`config.mk`:
```
export PLATFORM = sky130hd
export DESIGN_NAME = regin_sp_ram
export DESIGN_NICKNAME = d
export VERILOG_FILES = /design/src/rtl/regin_sp_ram_pkg.sv /design/src/rtl/regin_sp_ram_in_stage.sv /design/src/rtl/regin_sp_ram_store.sv /design/src/rtl/regin_sp_ram_rd_mux.sv /design/src/rtl/regin_sp_ram.sv
export SDC_FILE = /design/constraint.sdc
export NUM_CORES = 1
export LEC_CHECK = 0
export CORE_AREA = 2 2 240 183
export DETAILED_ROUTE_END_ITERATION = 10
export DIE_AREA = 0 0 242 185
export GPL_TIMING_DRIVEN = 0
export PLACE_DENSITY_LB_ADDON = 0.12
export SYNTH_ARGS = -nofsm -noshare
export SYNTH_HDL_FRONTEND = slang
export SYNTH_SLANG_ARGS = --single-unit
```
`constraint.sdc`:
```
create_clock -name clk -period 2.2 [get_ports clk]
set_input_delay 0.44 -clock clk [delete_from_list [all_inputs] [get_ports clk]]
set_output_delay 0.44 -clock clk [all_outputs]
set_load 0.01 [all_outputs]
```
`src/rtl/regin_sp_ram_pkg.sv`:
```
package regin_sp_ram_pkg;

  localparam int unsigned RAM_DEPTH_DEF = 32;
  localparam int unsigned RAM_WIDTH_DEF = 8;

  // Address bits needed for a given word count (at least one bit).
  function automatic int unsigned addr_bits(input int unsigned depth);
    int unsigned n;
    n = 1;
    while ((1 << n) < depth) n++;
    return n;
  endfunction

  // True when the depth fills the whole address space.
  function automatic bit depth_is_pow2(input int unsigned depth);
    return (depth != 0) && ((depth & (depth - 1)) == 0);
  endfunction

  // Word-select match used by the write decoder.
  function automatic bit word_hit(input int unsigned idx, input int unsigned addr);
    return idx == addr;
  endfunction

endpackage

```
`src/rtl/regin_sp_ram_in_stage.sv`:
```
module regin_sp_ram_in_stage #(
  parameter int ADDR_W = 5,
  parameter int WIDTH  = 8
) (
  input  logic              clk,
  input  logic              rst,
  input  logic [ADDR_W-1:0] addr_i,
  input  logic [WIDTH-1:0]  wdata_i,
  input  logic              we_i,
  output logic [ADDR_W-1:0] addr_q,
  output logic [WIDTH-1:0]  wdata_q,
  output logic              we_q
);

  always_ff @(posedge clk) begin
    if (rst) begin
      addr_q  <= '0;
      wdata_q <= '0;
      we_q    <= 1'b0;
    end else begin
      addr_q  <= addr_i;
      wdata_q <= wdata_i;
      we_q    <= we_i;
    end
  end

endmodule

```
`src/rtl/regin_sp_ram_store.sv`:
```
module regin_sp_ram_store
  import regin_sp_ram_pkg::*;
#(
  parameter int DEPTH  = 32,
  parameter int WIDTH  = 8,
  parameter int ADDR_W = 5
) (
  input  logic                        clk,
  input  logic                        wr_en,
  input  logic [ADDR_W-1:0]           wr_addr,
  input  logic [WIDTH-1:0]            wr_data,
  output logic [DEPTH-1:0][WIDTH-1:0] words
);

  logic [DEPTH-1:0] wr_sel;

  for (genvar i = 0; i < DEPTH; i++) begin : g_word
    assign wr_sel[i] = wr_en && word_hit(i, int'(wr_addr));

    // No reset on the stored words: contents survive a reset.
    always_ff @(posedge clk) begin
      if (wr_sel[i]) words[i] <= wr_data;
    end
  end

endmodule

```
`src/rtl/regin_sp_ram_rd_mux.sv`:
```
module regin_sp_ram_rd_mux
  import regin_sp_ram_pkg::*;
#(
  parameter int DEPTH  = 32,
  parameter int WIDTH  = 8,
  parameter int ADDR_W = 5
) (
  input  logic [DEPTH-1:0][WIDTH-1:0] words,
  input  logic [ADDR_W-1:0]           rd_addr,
  output logic [WIDTH-1:0]            rd_data
);

  if (depth_is_pow2(DEPTH) && (DEPTH == (1 << ADDR_W))) begin : g_full
    assign rd_data = words[rd_addr];
  end else begin : g_partial
    // Addresses past the last word read as zero.
    always_comb begin
      rd_data = '0;
      for (int i = 0; i < DEPTH; i++) begin
        if (int'(rd_addr) == i) rd_data = words[i];
      end
    end
  end

endmodule

```
`src/rtl/regin_sp_ram.sv`:
```
module regin_sp_ram
  import regin_sp_ram_pkg::*;
#(
  parameter int DEPTH  = RAM_DEPTH_DEF,
  parameter int WIDTH  = RAM_WIDTH_DEF,
  parameter int ADDR_W = addr_bits(DEPTH)
) (
  input  logic              clk,
  input  logic              rst,
  input  logic [ADDR_W-1:0] addr_i,
  input  logic [WIDTH-1:0]  wdata_i,
  input  logic              we_i,
  output logic [WIDTH-1:0]  rdata_o
);

  // Registered command
  logic [ADDR_W-1:0] rd_addr;
  logic [WIDTH-1:0]  wdata_q;
  logic              we_q;

  // Named commit event, seen by the checker
  logic              commit_en;
  logic [ADDR_W-1:0] commit_addr;
  logic [WIDTH-1:0]  commit_data;

  logic [DEPTH-1:0][WIDTH-1:0] words;

  regin_sp_ram_in_stage #(.ADDR_W(ADDR_W), .WIDTH(WIDTH)) u_in (
    .clk     (clk),
    .rst     (rst),
    .addr_i  (addr_i),
    .wdata_i (wdata_i),
    .we_i    (we_i),
    .addr_q  (rd_addr),
    .wdata_q (wdata_q),
    .we_q    (we_q)
  );

  // A pending write is dropped on a reset edge.
  assign commit_en   = we_q && !rst;
  assign commit_addr = rd_addr;
  assign commit_data = wdata_q;

  regin_sp_ram_store #(.DEPTH(DEPTH), .WIDTH(WIDTH), .ADDR_W(ADDR_W)) u_store (
    .clk     (clk),
    .wr_en   (commit_en),
    .wr_addr (commit_addr),
    .wr_data (commit_data),
    .words   (words)
  );

  regin_sp_ram_rd_mux #(.DEPTH(DEPTH), .WIDTH(WIDTH), .ADDR_W(ADDR_W)) u_rd (
    .words   (words),
    .rd_addr (rd_addr),
    .rd_data (rdata_o)
  );

endmodule

```
Word level (Yosys, flattened, before mapping)
Index checks and enable logic that the tools add are counted.
Widths: inputs -> output; s select.
{"block": "totals", "in_bits": 16, "out_inout_bits": 8, "regBits": 270, "mem_bits_ro": 0, "mem_count": 0, "latch_bits": 0, "ram_bits": 0}
{"block": "classes", "reduce_logical": 35, "eq_ne": 31, "n_lt_le_gt_ge": 1, "mux": 2, "addsub": 0, "shift": 0, "div": 0, "mul": 0, "bitwise": 0}
{"operator": "$eq 5x5->1 const A", "count": 16}
{"operator": "$bmux 8 s5", "count": 1}
{"operator": "$eq 4x5->1 const A", "count": 8}
{"operator": "$logic_and 1x1->1", "count": 33}
{"operator": "$eq 3x5->1 const A", "count": 4}
{"operator": "$eq 2x5->1 const A", "count": 2}
{"operator": "$mux 8", "count": 1}
{"operator": "$lt 5x6->1 const B", "count": 1}
{"operator": "$eq 1x5->1 const A", "count": 1}
{"operator": "$logic_not 5->1", "count": 1}
{"operator": "$logic_not 1->1", "count": 1}

Logic depth before layout (Yosys ltp)
Gate-level depths: netlist (run 1).
{"block": "depth", "depth_word": 3, "depth_mapped": 7, "ltp_nobuf": 4}

Cells and area by module
A second synthesis (run 1) with hierarchy kept.
{"block": "unflattened", "cells_unflattened": 440, "area_unflattened_um2": 10333.7}
{"mod": "regin_sp_ram_store", "area_each_um2": 7917.6, "cells_each": 303, "instances": 1, "seq_area_each_um2": 7687.4}
{"mod": "regin_sp_ram_rd_mux", "area_each_um2": 1994.4, "cells_each": 107, "instances": 1, "seq_area_each_um2": 0.0}
{"mod": "regin_sp_ram_in_stage", "area_each_um2": 407.9, "cells_each": 29, "instances": 1, "seq_area_each_um2": 280.3}
{"mod": "regin_sp_ram", "area_each_um2": 13.8, "cells_each": 1, "instances": 1, "seq_area_each_um2": 0.0}

Worst setup path after synthesis (run 1)
OpenSTA, ideal clock, no wires.
{"block": "synth_timing", "path_type": "register -> register", "startpoint": "register u_in.addr_q[1]", "endpoint": "register u_store.words[112] (netlist name), enable pin", "stages_incl_launch_ff": 8, "arrival_time_ns": 1.640, "path_buffers": 4, "t_required_ns": 1.830, "slack_ns": 0.190, "cell_sequence": "dfxtp_1 buf_6 buf_6 buf_4 buf_4 nor2b_1 nand2_1 nor2_1"}
{"block": "synth_between", "elab_chain_len": 2}
{"element": "from (decl)", "line": "regin_sp_ram_in_stage.sv:10", "rtl": "output logic [ADDR_W-1:0] addr_q,"}
{"element": "from (signal assigned)", "line": "regin_sp_ram_in_stage.sv:21", "rtl": "addr_q <= addr_i;"}
{"element": "$eq 4x5->1", "line": "regin_sp_ram_pkg.sv:21", "rtl": "return idx == addr;"}
{"element": "$logic_and 1x1->1", "line": "regin_sp_ram_store.sv:18", "rtl": "assign wr_sel[i] = wr_en && word_hit(i, int'(wr_addr));"}
{"element": "via u_store.wr_sel[14]", "line": "regin_sp_ram_store.sv:15", "rtl": "logic [DEPTH-1:0] wr_sel;"}
{"element": "to (signal, indexed assignment)", "line": "regin_sp_ram_store.sv:22", "rtl": "if (wr_sel[i]) words[i] <= wr_data;"}
{"element": "to (decl)", "line": "regin_sp_ram_store.sv:12", "rtl": "output logic [DEPTH-1:0][WIDTH-1:0] words"}
The timed path passes the listed nets, and every way through them passes these cells.
A chain may end at the register's enable or synchronous reset.

Worst setup path after layout (run 1)
{"block": "layout_timing", "startpoint": "register u_in.addr_q[1]", "endpoint": "output port rdata_o[0]"}
{"block": "layout_between", "elab_chain_len": 2}
{"element": "$bmux 8 s5", "line": "regin_sp_ram_rd_mux.sv:14", "rtl": "assign rd_data = words[rd_addr];"}
{"element": "$mux 8 (implied by the code)", "line": "regin_sp_ram_rd_mux.sv:14"}
{"element": "to (decl)", "line": "regin_sp_ram.sv:13", "rtl": "output logic [WIDTH-1:0] rdata_o"}
No other way between the ends. The select of a mux whose other input is x is not followed.

==> results of run 1 <==
==> area by class of cell <==
| class | count | share of cell area (%) |
|---|---|---|
| Antenna cell | 1 | 0.0180 |
| Buffer | 25 | 2.38 |
| Clock buffer | 42 | 5.85 |
| Clock inverter | 9 | 0.665 |
| Multi-Input combinational cell | 220 | 21.2 |
| Sequential cell | 270 | 57.3 |
| Tap cell | 578 | 5.20 |
| Timing Repair Buffer | 74 | 7.33 |
==> path summary, 6_finish.rpt <==
kind | start | endpoint | cells past startpoint | slack [ns]
min | wdata_i[5] | u_in.wdata_q[5]$_SDFF_PP0_ | 2 | 0.43
max | u_in.addr_q[1]$_SDFF_PP0_ | rdata_o[0] | 8 | -0.78
max reg2reg | u_in.addr_q[1]$_SDFF_PP0_ | u_store.words[49]$_DFFE_PP_ | 10 | -0.11
min reg2reg | u_in.wdata_q[4]$_SDFF_PP0_ | u_store.words[228]$_DFFE_PP_ | 0 | 0.81
==> state kept, by name, summed over array words and instances (netlist names) <==
register	cells
u_store.words	256
u_in.wdata_q	8
u_in.addr_q	5
u_in.we_q	1
==> kinds of logic (layout without fill, tap and decap cells) <==
family          after synthesis  after routing  share of synthesized area [%]
other cells                   0              1                              0
flops                       270            270                           76.1
compound gates               35             35                           2.36
buf+inv                      29            150                           1.90
mux                          88             88                           15.0
simple gates                 97             97                           4.57
==> through the flow <==
stage	instance area [µm²]	setup WS [ns]
2_1_floorplan	10500	0.190
3_3_place_gp	11400	-1.00
3_5_place_dp	11400	-1.02
4_1_cts	13700	-0.833
5_1_grt	13900	-0.850
6_report	13900	-0.784
==> routing by layer <==
metal	vias to the layer above	global-route usage (%)	wire, µm
met5	-	0	0
met4	0	3.73	784
met3	44	2.14	1060
met2	106	19.3	12500
met1	2914	19.4	14000
li1	2315	-	-
==> power by group through the flow <==
stage | combinational [mW] | sequential (mW) | clock, mW
after global routing | 0.674 | 5.74 | 5.02
after CTS | 0.623 | 5.73 | 4.82
after detailed placement | 0.473 | 5.84 | 0
after floorplan | 0.280 | 5.78 | 0
final | 0.636 | 5.73 | 4.68
after global placement | 0.473 | 5.83 | 0
==> cells in the final DEF, fill, tap and decap left out, types with 4 or more instances in the layout <==
cell / instances
nand2_4: 6
nor2_1: 7
clkbuf_16: 29
clkdlybuf4s50_1: 15
nor2b_1: 20
clkbuf_1: 11
mux2i_2: 4
buf_4: 16
nand2_1: 4
nor2_4: 33
buf_12: 38
a211o_1: 5
mux4_2: 55
buf_2: 8
dfxtp_1: 11
buf_6: 10
edfxtp_1: 256
clkbuf_8: 4
buf_8: 4
clkinv_1: 4
mux2i_1: 14
o22ai_2: 7
mux2i_4: 12
a21o_1: 5
a21oi_1: 5
==> repair_timing <==
action | CTS | global route
setup endpoints to repair | 264 | 256
cloned | 2 | 0
resized for setup | 201 | 24
pin swaps | 38 | 17
hold buffers | 0 | 0
hold endpoints to repair | 0 | 0
setup buffers | 44 | 5
==> results.toml, run 1 <==
[detailed_routing]
via_count = 5379
postRouteWirelength_mm = 28.3
ant_nets = 0
via_per_inst = 4.41
remaining_drc_errors = 0
drt_first_pass_iters = 5
first_iter_violations = 383
routedWlPerCell_um = 23.2

[sta]
fin_setup_tns_ns = -11.60
setup_violations = 96
period_share_pct = 136
rsz0062_at_grt = "true"
finalCriticalPeriod_ns = 2.98
slew_headroom_pct = 12.8
hold_violations = 0
hold_slack_ns = 0.434
fin_ws_ns = -0.784
max_freq_mhz = 335
tightest_slew_ns = 1.31
fin_skew_ns = 0.0161
maxSlewViolCount = 0

[power]
p_leak_nw = 4.67
p_total_mw = 11.0
clockPowerShare_pct = 42.4
combPwrFrac_pct = 5.8
power_density_nw_per_um2 = 793
seq_power_share_pct = 51.9
peakVddDrop_mv = 0.407
swShare_pct = 21.1
power_switching_mw = 2.32
intPower_mw = 8.71

[synthesis]
syn_area_um2 = 10500
synth_top_area_cell = "edfxtp_1"
yosysWarnings = 0
synth_area_leaders = "edfxtp_1 (73%), mux4_2 (12%), mux2i_1 (2.9%)"
synth_most_common_cell = "edfxtp_1"
yosysUniqueCellTypes = 32
synth_edf_count = 256
synth_top_area_share_pct = 73.5
synth-main-ff-cell = "edfxtp_1"
ys_ff_latch = 270
syn_nets = 535
seq_area_frac_synth_pct = 76.1
syn_inst = 519
synth_common_cells = "edfxtp_1 (256), mux4_2 (55), nor2_1 (43)"
synth_async_sr_flop_share_pct = 0
avgSynthCellArea_um2 = 20.2

[worst_hold_path]
min_path_type = "input port to register"

[cts]
htreeDepth = 1
clkLatencyLatePin_ns = 0.56
cts_sinks = 270
cts_buffer_depth = 3
clkSlewWorstSetupHoldPaths_ns = 0.06
cts_tree = "yes"
numCtsBuffers = 28
cts-root-buf = "clkbuf_16"

[global_routing]
grtUsageTotal_pct = 13.0
antenna_found_initial = 0
grt_max_degree = 33
grt_remaining_overflow = 0
first_global_vias = 5657
grt_pass1_wl_mm = 41.1

[layout]
final_cell_count_no_fill = 1219
drive_gt1_share_pct = 41.7
fin_util_pct = 32.7
multi_input_area_um2 = 2960
seqCellArea_um2 = 7970
nets = 635
fill_cells = 4113
syn2layout_area_growth_pct = 33.0

[die]
fp.dieH_um = 185
num_io_pins = 24
initial_core_util_pct = 24.6
die-area_um2 = 44800
rows = 66
fp.coreArea_um2 = 42600
die_w_um = 242

[worst_setup_path]
arrival_ns = 2.54
worst-path-buf-inv = 4
path_cells = "buf_12, buf_16, buf_6, mux4_2, mux2i_1, o22ai_2, a21o_1, buf_2"
path_delay_family = "multiplexers"
cp_slowest_cell = "mux4_2"
start_kind = "register"
critPathMaxStageDelay_ns = 0.56
path_class = "register to primary output"
crit_fanout = 6
cp-end-kind = "primary output"
required_ns = 1.76

[placed_design]
place_congestion = 0.772
place_hpwl_mm = 17.5
placedCellCount = 1120
port_buffers = 23

[job]
drv_cap = 0

[status]
violations = "setup timing"
outcome = "complete, but fails checks"
No activity file was read; power rests on OpenSTA's default activity.
==> run 2, diff against run 1 <==
Settings changed: CTS_CLUSTER_SIZE set to 28, PLACE_DENSITY_LB_ADDON 0.12 to unset.
==> run 2 against run 1 <==
Effect of this change:
- the run still ends with setup timing left
- via count fell by 1.4%
- count of clock-buffer cells in the layout decreased by 5
- worst setup slack better by 0.050 ns
- non-clock buffer count fell by 13
- cell area down 3.0%
- worst hold slack better by 0.021 ns
- critical path type unchanged
==> results.toml, run 2 (synthesis results as in run 1) <==
[worst_setup_path]
crit_fanout = 7
arrival_ns = 2.49
required_ns = 1.76
reg2reg_to = "u_store.words[12]$_DFFE_PP_"
crit_start = "u_in.addr_q[1]$_SDFF_PP0_"
cp-end-kind = "primary output"
r2r_start = "u_in.addr_q[2]$_SDFF_PP0_"
path_class = "register to primary output"
worstRegToRegCells = 6
reg2reg_slack_ns = 0.04
start_kind = "register"

[sta]
setup_violations = 8
finalCriticalPeriod_ns = 2.93
fin_skew_ns = 0.00953
hold_violations = 0
fin_setup_tns_ns = -5.61
max_freq_mhz = 341
tightest_slew_ns = 1.22
rsz0062_at_grt = "true"
period_share_pct = 133
slew_headroom_pct = 18.2
fin_ws_ns = -0.734
maxSlewViolCount = 0

[global_routing]
grt_max_degree = 33
first_global_vias = 5358
grt_remaining_overflow = 0
grtUsageTotal_pct = 10.6
antenna_found_initial = 1
grt_pass1_wl_mm = 35.2

[die]
fp.coreArea_um2 = 42600
fp.dieH_um = 185
die-area_um2 = 44800
die_w_um = 242
num_io_pins = 24
rows = 66
initial_core_util_pct = 24.6

[power]
clockPowerShare_pct = 42.5
seq_power_share_pct = 52.2
swShare_pct = 20.6
combPwrFrac_pct = 5.3
power_switching_mw = 2.26
intPower_mw = 8.70
power_density_nw_per_um2 = 812
peakVddDrop_mv = 0.722
p_leak_nw = 4.50
p_total_mw = 11.0

[detailed_routing]
routedWlPerCell_um = 19.9
remaining_drc_errors = 0
via_per_inst = 4.41
first_iter_violations = 523
via_count = 5304
postRouteWirelength_mm = 24.0
ant_nets = 0
drt_first_pass_iters = 4

[status]
violations = "setup timing"
outcome = "complete, but fails checks"

[layout]
reg.largest.list = "u_store.words (256), u_in.wdata_q (8), u_in.addr_q (5)"
syn2layout_area_growth_pct = 28.9
fin_util_pct = 31.7
nets = 620
drive_gt1_share_pct = 39.6
multi_input_area_um2 = 2810
fill_cells = 4100
layout_commonest_cell = "edfxtp_1"
layout_common_cells = "edfxtp_1 (256), mux4_2 (55), nor2_4 (35)"
largest-register = "u_store.words"
design_area_um2 = 13500
largest_reg_flops = 256
seqCellArea_um2 = 7980

[cts]
ctsHoldBuffers = 0
cts_sinks = 270
numCtsBuffers = 26
clkLatencyLatePin_ns = 0.53
clkSlewWorstSetupHoldPaths_ns = 0.06
cts_buffer_depth = 3
htreeDepth = 1
cts-root-buf = "clkbuf_16"
cts_tree = "yes"

[worst_hold_path]
min_path_type = "input port to register"
holdPathEnd = "u_in.addr_q[1]$_SDFF_PP0_"
min_from = "addr_i[1]"
holdPathStages = 2

[job]
drv_cap = 0

[placed_design]
port_buffers = 23
place_hpwl_mm = 14.6
place_congestion = 0.866
dpl_cell_area_um2 = 11400
-- run 2: changes by cell type in the layout (fill, tap and decap cells not counted), moves of 3 or more --
cell	change
buf_12	-14
nor2_2	-3
clkbuf_1	-6
nand2_4	-6
clkbuf_16	+3
mux2i_1	+6
mux2i_4	-6
buf_6	+3
buf_16	-3
nand2_2	+7
-- run 2: metrics by stage --
stage	cells	setup WS [ns]	hold WS, ns
finish	1204	-0.734	0.455
global route	1202	-0.784	0.457
CTS	1187	-0.742	0.439
detailed placement	1120	-0.888	1.00
floorplan	519	0.190	0.512
global placement	1120	-0.898	0.993
-- run 2: power by group through the flow --
stage          registers [mW]  logic [mW]  clock network (mW)
2_1_floorplan            5.78       0.280                   0
3_3_place_gp             5.83       0.446                   0
3_5_place_dp             5.83       0.448                   0
4_1_cts                  5.72       0.562                4.74
5_1_grt                  5.73       0.614                4.97
6_report                 5.72       0.585                4.66
-- run 2: routing by layer --
layer	track usage (%)	routed length (µm)	vias to the layer above
met1	15.3	11000	2818
met5	0	0	-
met3	2.14	1500	36
met2	16.0	11000	171
li1	-	-	2279
met4	3.16	512	0
-- run 2: timing repair --
item                                    CTS  global route
pin swaps                                18            28
setup buffers                            20            15
endpoints found under the setup margin  264           264
cloned                                    1             0
gates resized for setup                 175            25
-- run 2: how the worst max path moves through the flow --
stage                                        end  slack [ns]  cells past startpoint
global route                          rdata_o[5]       -0.78                      8
global placement                      rdata_o[1]       -0.90                      7
floorplan           u_store.words[112]$_DFFE_PP_        0.19                      7
finish                                rdata_o[2]       -0.73                      7
CTS                                   rdata_o[4]       -0.74                      8
detailed placement                    rdata_o[1]       -0.89                      7
-- run 2: area by class of cell --
type,instances,area share (%)
Sequential cell,270,59.1
Multi-Input combinational cell,220,20.8
Clock buffer,37,6.22
Timing Repair Buffer,59,5.49
Tap cell,578,5.36
Buffer,27,2.35
Clock inverter,11,0.603
Antenna cell,2,0.0371
-- run 2: critical path: stages, from the launching register on --
cell	delay, ns
dfxtp_4	0.36
buf_12	0.13
buf_4	0.11
mux4_2	0.52
a22o_1	0.26
nor4_4	0.35
a41oi_2	0.07
buf_2	0.16
